File: config.mk
export PLATFORM = sky130hd
export DESIGN_NAME = irq_claim_arbiter
export DESIGN_NICKNAME = d
export VERILOG_FILES = /design/src/rtl/irq_sel_pkg.sv /design/src/rtl/irq_cand_mask.sv /design/src/rtl/irq_prio_tree.sv /design/src/rtl/irq_out_stage.sv /design/src/rtl/irq_claim_arbiter.sv
export SDC_FILE = /design/constraint.sdc
export NUM_CORES = 1
export LEC_CHECK = 0
export ABC_AREA = 1
export BUFFER_PORTS_ARGS = -buffer_cell sky130_fd_sc_hd__buf_2
export CAP_MARGIN = 20
export CORE_MARGIN = 3
export CORE_UTILIZATION = 43
export CTS_BUF_LIST = sky130_fd_sc_hd__clkbuf_4
export DETAILED_ROUTE_END_ITERATION = 12
export GPL_TIMING_DRIVEN = 0
export HOLD_SLACK_MARGIN = 0.15
export PLACE_DENSITY = 0.67
export SYNTH_ARGS = -nofsm -noshare
export SYNTH_HDL_FRONTEND = slang
export SYNTH_SLANG_ARGS = --single-unit
File: constraint.sdc
create_clock -name clk -period 12.3 [get_ports clk]
set_clock_uncertainty 0.05 [all_clocks]
set_input_delay 1.23 -clock clk [delete_from_list [all_inputs] [get_ports clk]]
set_output_delay 1.23 -clock clk [all_outputs]
set_load 0.01 [all_outputs]
File: src/rtl/irq_sel_pkg.sv
package irq_sel_pkg;

    localparam int unsigned DEF_NUM_SRC = 32;
    localparam int unsigned DEF_PRIO_W  = 3;

    // Output stage selection
    typedef enum logic {
        STAGE_COMB = 1'b0,
        STAGE_REG  = 1'b1
    } stage_e;

    // Number of tree levels needed to cover n leaves
    function automatic int unsigned tree_levels(input int unsigned n);
        int unsigned l;
        l = 0;
        while ((1 << l) < n) l++;
        return l;
    endfunction

endpackage

File: src/rtl/irq_cand_mask.sv
module irq_cand_mask #(
    parameter int unsigned NUM_SRC = irq_sel_pkg::DEF_NUM_SRC
) (
    input  logic [NUM_SRC-1:0] pend_i,
    input  logic [NUM_SRC-1:0] busy_i,
    input  logic [NUM_SRC-1:0] en_i,
    output logic [NUM_SRC-1:0] cand_o
);
    // Identifier 0 is reserved and never becomes a candidate
    always_comb begin
        cand_o    = pend_i & ~busy_i & en_i;
        cand_o[0] = 1'b0;
    end
endmodule

File: src/rtl/irq_prio_tree.sv
module irq_prio_tree #(
    parameter int unsigned NUM_SRC = irq_sel_pkg::DEF_NUM_SRC,
    parameter int unsigned PRIO_W  = irq_sel_pkg::DEF_PRIO_W,
    localparam int unsigned IW     = $clog2(NUM_SRC),
    localparam int unsigned LVL    = irq_sel_pkg::tree_levels(NUM_SRC),
    localparam int unsigned LEAVES = 1 << LVL
) (
    input  logic [NUM_SRC-1:0]        cand_i,
    input  logic [NUM_SRC*PRIO_W-1:0] prio_i,
    input  logic [PRIO_W-1:0]         thresh_i,
    output logic [IW-1:0]             id_o
);
    typedef struct packed {
        logic              vld;
        logic [PRIO_W-1:0] pr;
        logic [IW-1:0]     id;
    } node_t;

    for (genvar lv = 0; lv <= LVL; lv++) begin : g_lv
        node_t nd [LEAVES >> lv];
        if (lv == 0) begin : g_leaf
            for (genvar i = 0; i < LEAVES; i++) begin : g_i
                if (i < NUM_SRC) begin : g_real
                    assign nd[i].vld = cand_i[i] && (prio_i[i*PRIO_W +: PRIO_W] > thresh_i);
                    assign nd[i].pr  = prio_i[i*PRIO_W +: PRIO_W];
                    assign nd[i].id  = IW'(i);
                end else begin : g_pad
                    assign nd[i] = '0;
                end
            end
        end else begin : g_node
            for (genvar k = 0; k < (LEAVES >> lv); k++) begin : g_k
                node_t lo, hi;
                assign lo = g_lv[lv-1].nd[2*k];
                assign hi = g_lv[lv-1].nd[2*k+1];
                // Upper half wins only on strictly higher priority: ties keep lower id
                assign nd[k] = (hi.vld && (!lo.vld || (hi.pr > lo.pr))) ? hi : lo;
            end
        end
    end

    assign id_o = g_lv[LVL].nd[0].vld ? g_lv[LVL].nd[0].id : '0;
endmodule

File: src/rtl/irq_out_stage.sv
module irq_out_stage #(
    parameter int unsigned       IW    = 5,
    parameter irq_sel_pkg::stage_e STAGE = irq_sel_pkg::STAGE_REG
) (
    input  logic          clk,
    input  logic          rst,
    input  logic [IW-1:0] id_i,
    output logic [IW-1:0] id_o,
    output logic          irq_o
);
    if (STAGE == irq_sel_pkg::STAGE_REG) begin : g_reg
        logic [IW-1:0] id_q;
        logic          irq_q;
        always_ff @(posedge clk) begin
            if (rst) begin
                id_q  <= '0;
                irq_q <= 1'b0;
            end else begin
                id_q  <= id_i;
                irq_q <= |id_i;
            end
        end
        assign id_o  = id_q;
        assign irq_o = irq_q;
    end else begin : g_comb
        logic unused_clk;
        assign unused_clk = clk ^ rst;
        assign id_o  = rst ? '0 : id_i;
        assign irq_o = !rst && (|id_i);
    end
endmodule

File: src/rtl/irq_claim_arbiter.sv
module irq_claim_arbiter #(
    parameter int unsigned         NUM_SRC = irq_sel_pkg::DEF_NUM_SRC,
    parameter int unsigned         PRIO_W  = irq_sel_pkg::DEF_PRIO_W,
    parameter irq_sel_pkg::stage_e STAGE   = irq_sel_pkg::STAGE_REG,
    localparam int unsigned        IW      = $clog2(NUM_SRC)
) (
    input  logic                      clk,
    input  logic                      rst,
    input  logic [NUM_SRC-1:0]        pend_i,
    input  logic [NUM_SRC-1:0]        busy_i,
    input  logic [NUM_SRC-1:0]        en_i,
    input  logic [NUM_SRC*PRIO_W-1:0] prio_i,
    input  logic [PRIO_W-1:0]         thresh_i,
    output logic [IW-1:0]             win_id_o,
    output logic                      irq_o
);
    logic [NUM_SRC-1:0] cand;
    logic [IW-1:0]      sel_id;

    irq_cand_mask #(.NUM_SRC(NUM_SRC)) u_mask (
        .pend_i (pend_i),
        .busy_i (busy_i),
        .en_i   (en_i),
        .cand_o (cand)
    );

    irq_prio_tree #(.NUM_SRC(NUM_SRC), .PRIO_W(PRIO_W)) u_tree (
        .cand_i   (cand),
        .prio_i   (prio_i),
        .thresh_i (thresh_i),
        .id_o     (sel_id)
    );

    irq_out_stage #(.IW(IW), .STAGE(STAGE)) u_out (
        .clk   (clk),
        .rst   (rst),
        .id_i  (sel_id),
        .id_o  (win_id_o),
        .irq_o (irq_o)
    );
endmodule

==> results.cfg <==
[clocking]
postCtsHoldBufs = 0
numCtsBuffers = 3
cts_tree = yes
ctsRootBufferMaster = clkbuf_4
cts-resized-gates = 0
cts_setup_buffers = 0
clk_pin_slew_worst_paths_ns = 0.04
clk_path_buf_depth = 2
numClockSinks = 6
htreeDepth = 1

[grt]
grt_pass1_wl_um = 28500
gr-total-overflow = 0
grt_usage = 0.194
grt_pass1_vias = 6757
grt_max_degree = 32
antenna_found_initial = 0

[worst_setup_path]
crit_path_start_kind = input pin
critPathCaptureType = flip-flop
worstPathRequired_ns = 12.38
cp_slowest_cell = inv_1
crit_type = in -> reg
cpMostUsedCell = nand2_1
cpPeakStageDelay_ns = 0.54
crit_fanout = 15
cp.arrival_ns = 7.97

[drt]
drt-total-wl_um = 16500
routed_via_density = 5.00
firstDrtPassIters = 5
first_iter_violations = 173
drt-wirelength-per-cell_um = 11.4
ant_nets = 0
drc = 0
via_count = 7242

[placed_design]
hpwl_um = 14700
gp_congestion = 0.862
placed_area_um2 = 7850
io_buffers = 199

[synth]
synthSimpleGateAreaFrac = 0.389
syn_area_um2 = 6570
seq_area_frac_synth = 0.0183
synth-edff-count = 0
synth-main-ff-cell = dfxtp_1
syn_inst = 1061
avgSynthCellArea_um2 = 6.19
synth_top_family_by_area = simple AND/OR/NAND/NOR gates
synth.area.mux_share = 0.00324
synth-compound-area-share = 0.161
syn_nets = 1432
ys_ff_latch = 6
yosys_warnings = 0
synthAdderAreaFrac = 0.331
synth_xor_area_frac = 0
yosysUniqueCellTypes = 39
async_reset_ff_frac = 0

[floorplan]
initial_core_util = 0.445
row_count = 44
io_pins = 203
core-area_um2 = 14800
dieHeight_um = 130
die_w_um = 130
dieArea_um2 = 16800

[sta]
worstMarginPinSlew_ns = 0.806
drv_slew = 0
fin_setup_tns_ns = 0
max_slew_margin = 0.463
setup_viol = 0
rsz0062_at_grt = no
hold_viol = 0
max_freq_mhz = 127
period_needed_ns = 7.89
fin_crit_sh = 0.641

[cells_and_area]
diodes = 0
nFillCells = 1571
finalNetCount = 1638
seq_area_um2 = 120
final_util = 0.534
design_area_um2 = 7870
drive_gt1_frac = 0.240
area_growth_pct = 19.8
multi_input_area_um2 = 5810

[hold_path]
hold_class = in -> reg
min-delay-start = rst
hold_depth = 2
holdPathEnd = u_out.id_o[2]

[flow_run]
drv_cap = 0

[power]
p_leak_nw = 4.62
peakVddDrop_mv = 0.0283
p_per_area_nw_per_um2 = 51.2

[outcome]
status = finished, final reports clean
-- how the worst max path moves through the flow --
| stage | start | endpoint | slack (ns) | depth (start not counted) |
|---|---|---|---|---|
| final | thresh_i[1] | u_out.id_o[2] | 4.41 | 50 |
| after global placement | thresh_i[1] | u_out.id_o[2] | 3.74 | 50 |
| after detailed placement | thresh_i[1] | u_out.id_o[2] | 4.10 | 50 |
| after CTS | thresh_i[1] | u_out.id_o[2] | 4.35 | 50 |
| after global routing | thresh_i[1] | u_out.id_o[2] | 3.55 | 50 |
| after floorplan | thresh_i[2] | u_out.id_o[2] | 5.15 | 50 |
-- cells in the mapped netlist, types with 2 or more instances --
cell / n / area, um2
a211oi_1: 8 / 60.1
a21o_1: 3 / 22.5
a21oi_1: 48 / 240
a21oi_2: 5 / 43.8
a31oi_1: 3 / 18.8
a32oi_1: 3 / 26.3
and3b_1: 2 / 17.5
dfxtp_1: 6 / 120
ha_1: 174 / 2180
inv_1: 158 / 593
inv_2: 10 / 37.5
nand2_1: 248 / 931
nand2_2: 33 / 206
nand2_4: 10 / 113
nand3_1: 95 / 475
nand3_2: 4 / 40.0
nand3b_1: 17 / 128
nand4_1: 23 / 144
nor2_1: 58 / 218
nor2_2: 17 / 106
nor2_4: 6 / 67.6
nor3_1: 3 / 15.0
o21a_1: 8 / 60.1
o21ai_0: 65 / 325
o21ai_1: 27 / 135
o21ai_2: 7 / 61.3
o22ai_1: 5 / 31.3
or2_1: 4 / 25.0
-- metal layers --
layer  vias up  track usage  share of wire
li1       4005            -              -
met1      3087        0.271           0.51
met2       144        0.342           0.45
met3         6       0.0124          0.043
met4         0       0.0165         0.0024
met5         -            0              0
-- final cells by class --
type | instances | area share
clock buffers | 3 | 0.00286
inverters | 169 | 0.0806
multi-input cells | 886 | 0.739
flip-flops and latches | 6 | 0.0153
well taps | 184 | 0.0292
repair buffers | 201 | 0.134
-- metrics by stage --
stage               cells  hold WS (ns)  power, mW  worst slack (ns)
floorplan            1061          1.25      0.283              5.15
global placement     1444          1.39      0.378              3.74
detailed placement   1446          1.39      0.388              4.10
CTS                  1449          1.13      0.408              4.35
global route         1449          1.14      0.469              3.55
finish               1449          1.15      0.403              4.41
-- power by group --
group	internal [mW]	total, mW	leakage (nW)	switching, mW
Clock	0.0110	0.0178	0.0138	0.00677
Sequential	0.0254	0.0271	0.0496	0.00174
Combinational	0.148	0.358	4.56	0.210
-- sequential cells by signal (all words and copies together) (netlist names) --
| register | cells |
|---|---|
| u_out.id_o | 5 |
| u_out.irq_o | 1 |
-- critical path: cells and delay by family --
| family | cells | cell delay (ns) |
|---|---|---|
| AO/OA/AOI/OAI | 14 | 1.90 |
| adder cells (fa/ha/maj) | 5 | 1.68 |
| buffers and inverters | 10 | 1.19 |
| AND/OR/NAND/NOR | 21 | 1.96 |
-- cell usage in the layout (no fill, tap or decap), types with 3 or more instances in the layout --
master and instances:
o22ai_1 5, inv_1 158, o21ai_2 7, nand4_1 23, nor2_1 58, nand2_1 248
a211oi_1 8, nand2_2 33, o21ai_1 27, a21oi_2 5, a32oi_1 3, a21oi_1 48
a21o_1 3, clkbuf_4 3, o21a_1 8, o21ai_0 65, inv_2 10, nand2_4 10
nand3_1 95, nand3_2 4, ha_1 174, nor3_1 3, nor2_4 6, buf_2 199
nand3b_1 17, dfxtp_1 6, a31oi_1 3, nor2_2 17, or2_1 4
-- logic make-up after synthesis --
logic type | count (synthesis)
buf+inv | 169
compound gates | 185
flops | 6
fa+ha+maj | 174
simple gates | 525
mux | 2
Power figures use the tool's default switching activity.
